`src/rtl/nibtx_pkg.sv`:
```
package nibtx_pkg;

  // Frame delimiter pair carried alongside each captured nibble
  typedef struct packed {
    logic sof;
    logic eof;
  } frame_mark_t;

  // Width of a down-counter that must hold values up to n-1
  function automatic int unsigned cnt_w(input int unsigned n);
    return (n < 3) ? 1 : $clog2(n);
  endfunction

endpackage

```
`src/rtl/nibtx_en_pipe.sv`:
```
module nibtx_en_pipe #(
  parameter int unsigned LAT = 2
) (
  input  logic clk,
  input  logic rst_n,
  input  logic src_en,
  output logic take,
  output logic last
);

  logic [LAT-1:0] stage_q;
  logic [LAT-1:0] stage_d;
  logic           nxt;

  generate
    if (LAT == 1) begin : g_lat1
      assign stage_d = src_en;
      assign nxt     = src_en;
    end else begin : g_latn
      assign stage_d = {stage_q[LAT-2:0], src_en};
      assign nxt     = stage_q[LAT-2];
    end
  endgenerate

  always_ff @(posedge clk or negedge rst_n) begin
    if (!rst_n) stage_q <= '0;
    else        stage_q <= stage_d;
  end

  // Capture when the enable of LAT edges ago is present; last when the
  // following enable is absent
  assign take = stage_q[LAT-1];
  assign last = stage_q[LAT-1] & ~nxt;

endmodule

```
`src/rtl/nibtx_req_ctrl.sv`:
```
module nibtx_req_ctrl #(
  parameter int unsigned HOLD = 2
) (
  input  logic clk,
  input  logic rst_n,
  input  logic src_en,
  input  logic sink_afull,
  output logic rd_req
);
  import nibtx_pkg::*;

  localparam int unsigned CW = cnt_w(HOLD);
  localparam logic [CW-1:0] LOAD = CW'(HOLD - 2);

  logic          en_q;
  logic          req_q, req_d;
  logic [CW-1:0] cnt_q, cnt_d;
  logic          fall;

  assign fall = en_q & ~src_en;

  always_comb begin
    req_d = req_q;
    cnt_d = cnt_q;
    if (src_en) begin
      req_d = ~sink_afull;
      cnt_d = '0;
    end else if (fall) begin
      cnt_d = LOAD;
    end else if (cnt_q != '0) begin
      cnt_d = cnt_q - 1'b1;
    end else begin
      req_d = ~sink_afull;
    end
  end

  always_ff @(posedge clk or negedge rst_n) begin
    if (!rst_n) begin
      en_q  <= 1'b0;
      req_q <= 1'b0;
      cnt_q <= '0;
    end else begin
      en_q  <= src_en;
      req_q <= req_d;
      cnt_q <= cnt_d;
    end
  end

  assign rd_req = req_q;

  AST_BACKPRESSURE: assert property (@(posedge clk) disable iff (!rst_n)
    (src_en && sink_afull) |=> !rd_req);
  AST_HOLD_KEEPS_REQ: assert property (@(posedge clk) disable iff (!rst_n)
    ($past(src_en) && !src_en && rd_req) |=> rd_req);
  AST_NO_EARLY_REQ: assert property (@(posedge clk) disable iff (!rst_n)
    ($past(src_en) && !src_en && !rd_req) |=> !rd_req);

endmodule

```
`src/rtl/nibtx_capture.sv`:
```
module nibtx_capture #(
  parameter int unsigned DW = 4
) (
  input  logic          clk,
  input  logic          rst_n,
  input  logic          take,
  input  logic          last,
  input  logic [DW-1:0] src_nib,
  output logic          out_valid,
  output logic [DW-1:0] out_nib,
  output logic          out_sof,
  output logic          out_eof
);
  import nibtx_pkg::*;

  logic          valid_q;
  logic          prev_q;
  logic [DW-1:0] data_q, data_d;
  frame_mark_t   mark_q, mark_d;

  always_comb begin
    data_d     = take ? src_nib : data_q;
    mark_d.sof = take & ~prev_q;
    mark_d.eof = last;
  end

  always_ff @(posedge clk or negedge rst_n) begin
    if (!rst_n) begin
      valid_q <= 1'b0;
      prev_q  <= 1'b0;
      data_q  <= '0;
      mark_q  <= '0;
    end else begin
      valid_q <= take;
      prev_q  <= take;
      data_q  <= data_d;
      mark_q  <= mark_d;
    end
  end

  assign out_valid = valid_q;
  assign out_nib   = data_q;
  assign out_sof   = mark_q.sof;
  assign out_eof   = mark_q.eof;

  AST_TAKE_TO_VALID: assert property (@(posedge clk) disable iff (!rst_n)
    take |=> out_valid);
  AST_SOF_WITH_VALID: assert property (@(posedge clk) disable iff (!rst_n)
    out_sof |-> out_valid);
  AST_EOF_WITH_VALID: assert property (@(posedge clk) disable iff (!rst_n)
    out_eof |-> out_valid);
  AST_EOF_THEN_SOF: assert property (@(posedge clk) disable iff (!rst_n)
    (out_valid && out_eof) |=> (!out_valid || out_sof));

endmodule

```
`src/rtl/nibtx_handshake.sv`:
```
module nibtx_handshake #(
  parameter int unsigned DW   = 4,
  parameter int unsigned LAT  = 2,
  parameter int unsigned HOLD = 2
) (
  input  logic          clk,
  input  logic          rst_n,
  input  logic [DW-1:0] src_nib,
  input  logic          src_en,
  input  logic          sink_afull,
  output logic          rd_req,
  output logic          out_valid,
  output logic [DW-1:0] out_nib,
  output logic          out_sof,
  output logic          out_eof
);

  logic take;
  logic last;

  nibtx_req_ctrl #(.HOLD(HOLD)) u_req (
    .clk        (clk),
    .rst_n      (rst_n),
    .src_en     (src_en),
    .sink_afull (sink_afull),
    .rd_req     (rd_req)
  );

  nibtx_en_pipe #(.LAT(LAT)) u_pipe (
    .clk    (clk),
    .rst_n  (rst_n),
    .src_en (src_en),
    .take   (take),
    .last   (last)
  );

  nibtx_capture #(.DW(DW)) u_cap (
    .clk       (clk),
    .rst_n     (rst_n),
    .take      (take),
    .last      (last),
    .src_nib   (src_nib),
    .out_valid (out_valid),
    .out_nib   (out_nib),
    .out_sof   (out_sof),
    .out_eof   (out_eof)
  );

  AST_NO_VALID_IN_RESET: assert property (@(posedge clk)
    !rst_n |-> (!out_valid && !rd_req));

endmodule

```
`config.mk`:
```
export PLATFORM = sky130hd
export DESIGN_NAME = nibtx_handshake
export DESIGN_NICKNAME = d
export VERILOG_FILES = /design/src/rtl/nibtx_pkg.sv /design/src/rtl/nibtx_en_pipe.sv /design/src/rtl/nibtx_req_ctrl.sv /design/src/rtl/nibtx_capture.sv /design/src/rtl/nibtx_handshake.sv
export SDC_FILE = /design/constraint.sdc
export NUM_CORES = 1
export LEC_CHECK = 0
export ABC_CLOCK_PERIOD_IN_PS = 850
export BUFFER_PORTS_ARGS = -buffer_cell sky130_fd_sc_hd__buf_2
export CAP_MARGIN = 20
export CORE_AREA = 4 4 41 43
export DETAILED_ROUTE_END_ITERATION = 8
export DIE_AREA = 0 0 45 47
export SYNTH_ARGS = -nofsm -noshare
export SYNTH_HDL_FRONTEND = slang
export SYNTH_SLANG_ARGS = --single-unit
export TNS_END_PERCENT = 1
```
`constraint.sdc`:
```
create_clock -name clk -period 0.85 [get_ports clk]
set_input_delay 0.255 -clock clk [delete_from_list [all_inputs] [get_ports clk]]
set_output_delay 0.255 -clock clk [all_outputs]
set_load 0.01 [all_outputs]
```
==> results.ini <==
[floorplanning]
die_area_um2 = 2120
dieWidth_um = 45
fp-row-count = 13
die_height_um = 47
placeableCoreArea_um2 = 1300
initial_core_util_pct = 25.1
ios = 16

[sta]
max_freq_mhz = 986
timing_worst_slew_pin_value_ns = 0.210
setup_clock_skew_after_layout_ns = 0.00330
min_period_ns = 1.01
timing.final.ws_setup_ns = -0.164
unrepaired_setup_endpoints_after_global_routing = yes
slew-limit-headroom_pct = 86.0
timing.final.crit_share_pct = 119
hold_violations = 0
finalSetupViolations = 12
slew_violations = 0

[worst_setup_path]
critical_path.endpoint_type = primary output
worst_path_largest_cell_delay_ns = 0.39
cp_data_required_time_ns = 0.59
critical-path-slowest-cell = dfrtp_1
start_kind = register
timing.reg2reg.setup_slack_ns = -0.02
path_class = reg -> out
cp_top_family = flip-flops
launch_instance_of_the_worst_register_to_register_path = u_pipe.stage_q[1]$_DFF_PN0_
worstSetupStartpoint = u_req.rd_req$_DFFE_PN0P_
ff_to_ff_end = u_cap.out_nib[0]$_DFFE_PN0P_
critical_path.n_buffers_inverters = 1
worstPathArrival_ns = 0.76
rr_worst_depth = 1
top_fanout_value_on_the_critical_path = 2
timing.critical_path.cells = buf_6

[synthesis]
synth.largest_area_cell = dfrtp_1
synth_top_cell_area_share_pct = 76.6
ys_top_cells_by_area = dfrtp_1 (77%), mux2_2 (14%), nor2b_1 (3.8%)
synth_area_per_cell_um2 = 17.2
syn-cell-area_um2 = 327
yosysSeqAreaShare_pct = 76.6
synth.distinct_cells = 6
synth_fp_nets = 27
synth_warnings = 0
synthCells = 19
synth_seq_cells = 10

[grt]
gr-total-overflow = 0
grt_pass1_vias = 269
grt_util_all_layers_pct = 7.61
largest_net_degree_at_the_start_of_global_routing = 11
global_route_wire_length_before_repair_mm = 1.12
initial_antenna_violation_count = 0

[final_layout]
postLayoutCoreUtil_pct = 36.4
final_layout_size_suffix_gt1_share_pct = 61.5
layout.cells.most_common_list = buf_2 (13), dfrtp_1 (9), mux2_2 (4)
num_antenna_cells = 0
mostFrequentLayoutCell = buf_2
final_net_count = 49
final_design_area_no_fill_um2 = 474
syn2layout_area_growth_pct = 45.2

[clock_tree]
cts.repair_timing.setup_buffer_count = 0
clk_root_buffer_cell = clkbuf_4
clk_pin_slew_worst_paths_ns = 0.06
worst_skew_pair.late_latency_ns = 0.25
cts_tree = built
cts_htree_levels = 1
clock_sinks = 10
cts_inserted_buffers = 3
ctsLongestPathBuffers = 2

[place]
routabilityCongestion = 0.649
dpl-instance-area_um2 = 428
port_buffers = 15

[pwr]
design_power_total_uw = 939
power.ir.vdd_worst_v = 0.000874
pleak_uw = 0.000231
power.density_nw_per_um2 = 1980

[detailed_routing]
num_vias = 220
route.final.wire_length_um = 600
ant_nets = 0
remaining_drc_errors = 0
detailedRoute.firstIterationViolations = 0
detail_route.vias_per_cell = 4.07
detail_route.first_pass.iterations = 1
wl_per_cell_um = 11.1

[hold_path]
endpoint_of_the_worst_hold_timing_path = u_pipe.stage_q[0]$_DFF_PN0_
worstHoldPathType = in -> reg
holdCritStartpoint = src_en
hold-path-cell-count = 1

[run_status]
failed_checks = setup timing
outcome = finished, violations left

[flow_run]
max_cap_viol = 0

-- cells in the mapped netlist --
master and instances:
dfrtp_1 10, nor3b_1 1, nor2b_1 2, a21oi_1 1, nand2b_1 1, mux2_2 4
-- final cells by class --
cell class | instances | area (um^2)
Fill cell | 123 | 827
Sequential cell | 10 | 251
Timing Repair Buffer | 17 | 105
Multi-Input combinational cell | 9 | 76.3
Clock buffer | 3 | 22.5
Tap cell | 15 | 18.8
-- power by group --
| group | total [uW] | leakage, uW | internal, uW | switching, uW |
|---|---|---|---|---|
| clock | 292 | 0.0000138 | 162 | 130 |
| combinational | 116 | 0.0000990 | 67.2 | 49.3 |
| sequential | 531 | 0.000118 | 512 | 19.3 |
| total | 939 | 0.000231 | 741 | 199 |
-- per-stage QoR --
| stage | worst slack [ns] | setup TNS, ns | hold WS [ns] | std cells |
|---|---|---|---|---|
| after global placement | -0.0349 | -0.133 | 0.126 | 50 |
| final | -0.164 | -1.29 | 0.135 | 54 |
| after detailed placement | -0.0645 | -0.235 | 0.123 | 50 |
| after global routing | -0.208 | -1.79 | 0.126 | 54 |
| after CTS | -0.180 | -1.46 | 0.125 | 54 |
| after floorplan | -0.0189 | -0.0758 | -0.0406 | 19 |
-- logic make-up (layout without fill, tap and decap cells) --
family	count (synthesis)	after routing	share of synthesized area, %
compound gates	1	1	1.53
buf+inv	0	20	0
simple gates	4	4	8.05
flops	10	10	76.6
mux	4	4	13.8
-- sequential cells by signal, summed over array words and instances, names as in the netlist --
signal           flops
u_cap.out_nib        4
u_pipe.stage_q       2
u_cap.out_eof        1
u_cap.out_sof        1
u_cap.out_valid      1
u_req.rd_req         1
-- how the worst max path moves through the flow --
stage,end,depth (start not counted)
after detailed placement,u_cap.out_nib[0]$_DFFE_PN0P_,1
final,rd_req,1
after global placement,u_cap.out_nib[3]$_DFFE_PN0P_,1
after CTS,rd_req,1
after floorplan,u_cap.out_nib[0]$_DFFE_PN0P_,1
after global routing,rd_req,1
-- metal layers --
layer	up-vias	GRT usage, %	wire length, um
li1	105	-	-
met1	97	8.53	265
met2	16	10.7	216
met3	2	4.60	111
met4	0	5.26	6
met5	-	0	0
-- what timing repair did --
item	in CTS	in global routing
endpoints found under the hold margin	10	0
gates cloned	0	0
hold buffers	1	0
endpoints found under the setup margin	12	14
resized for setup	1	2
No activity file was read; power rests on OpenSTA's default activity.
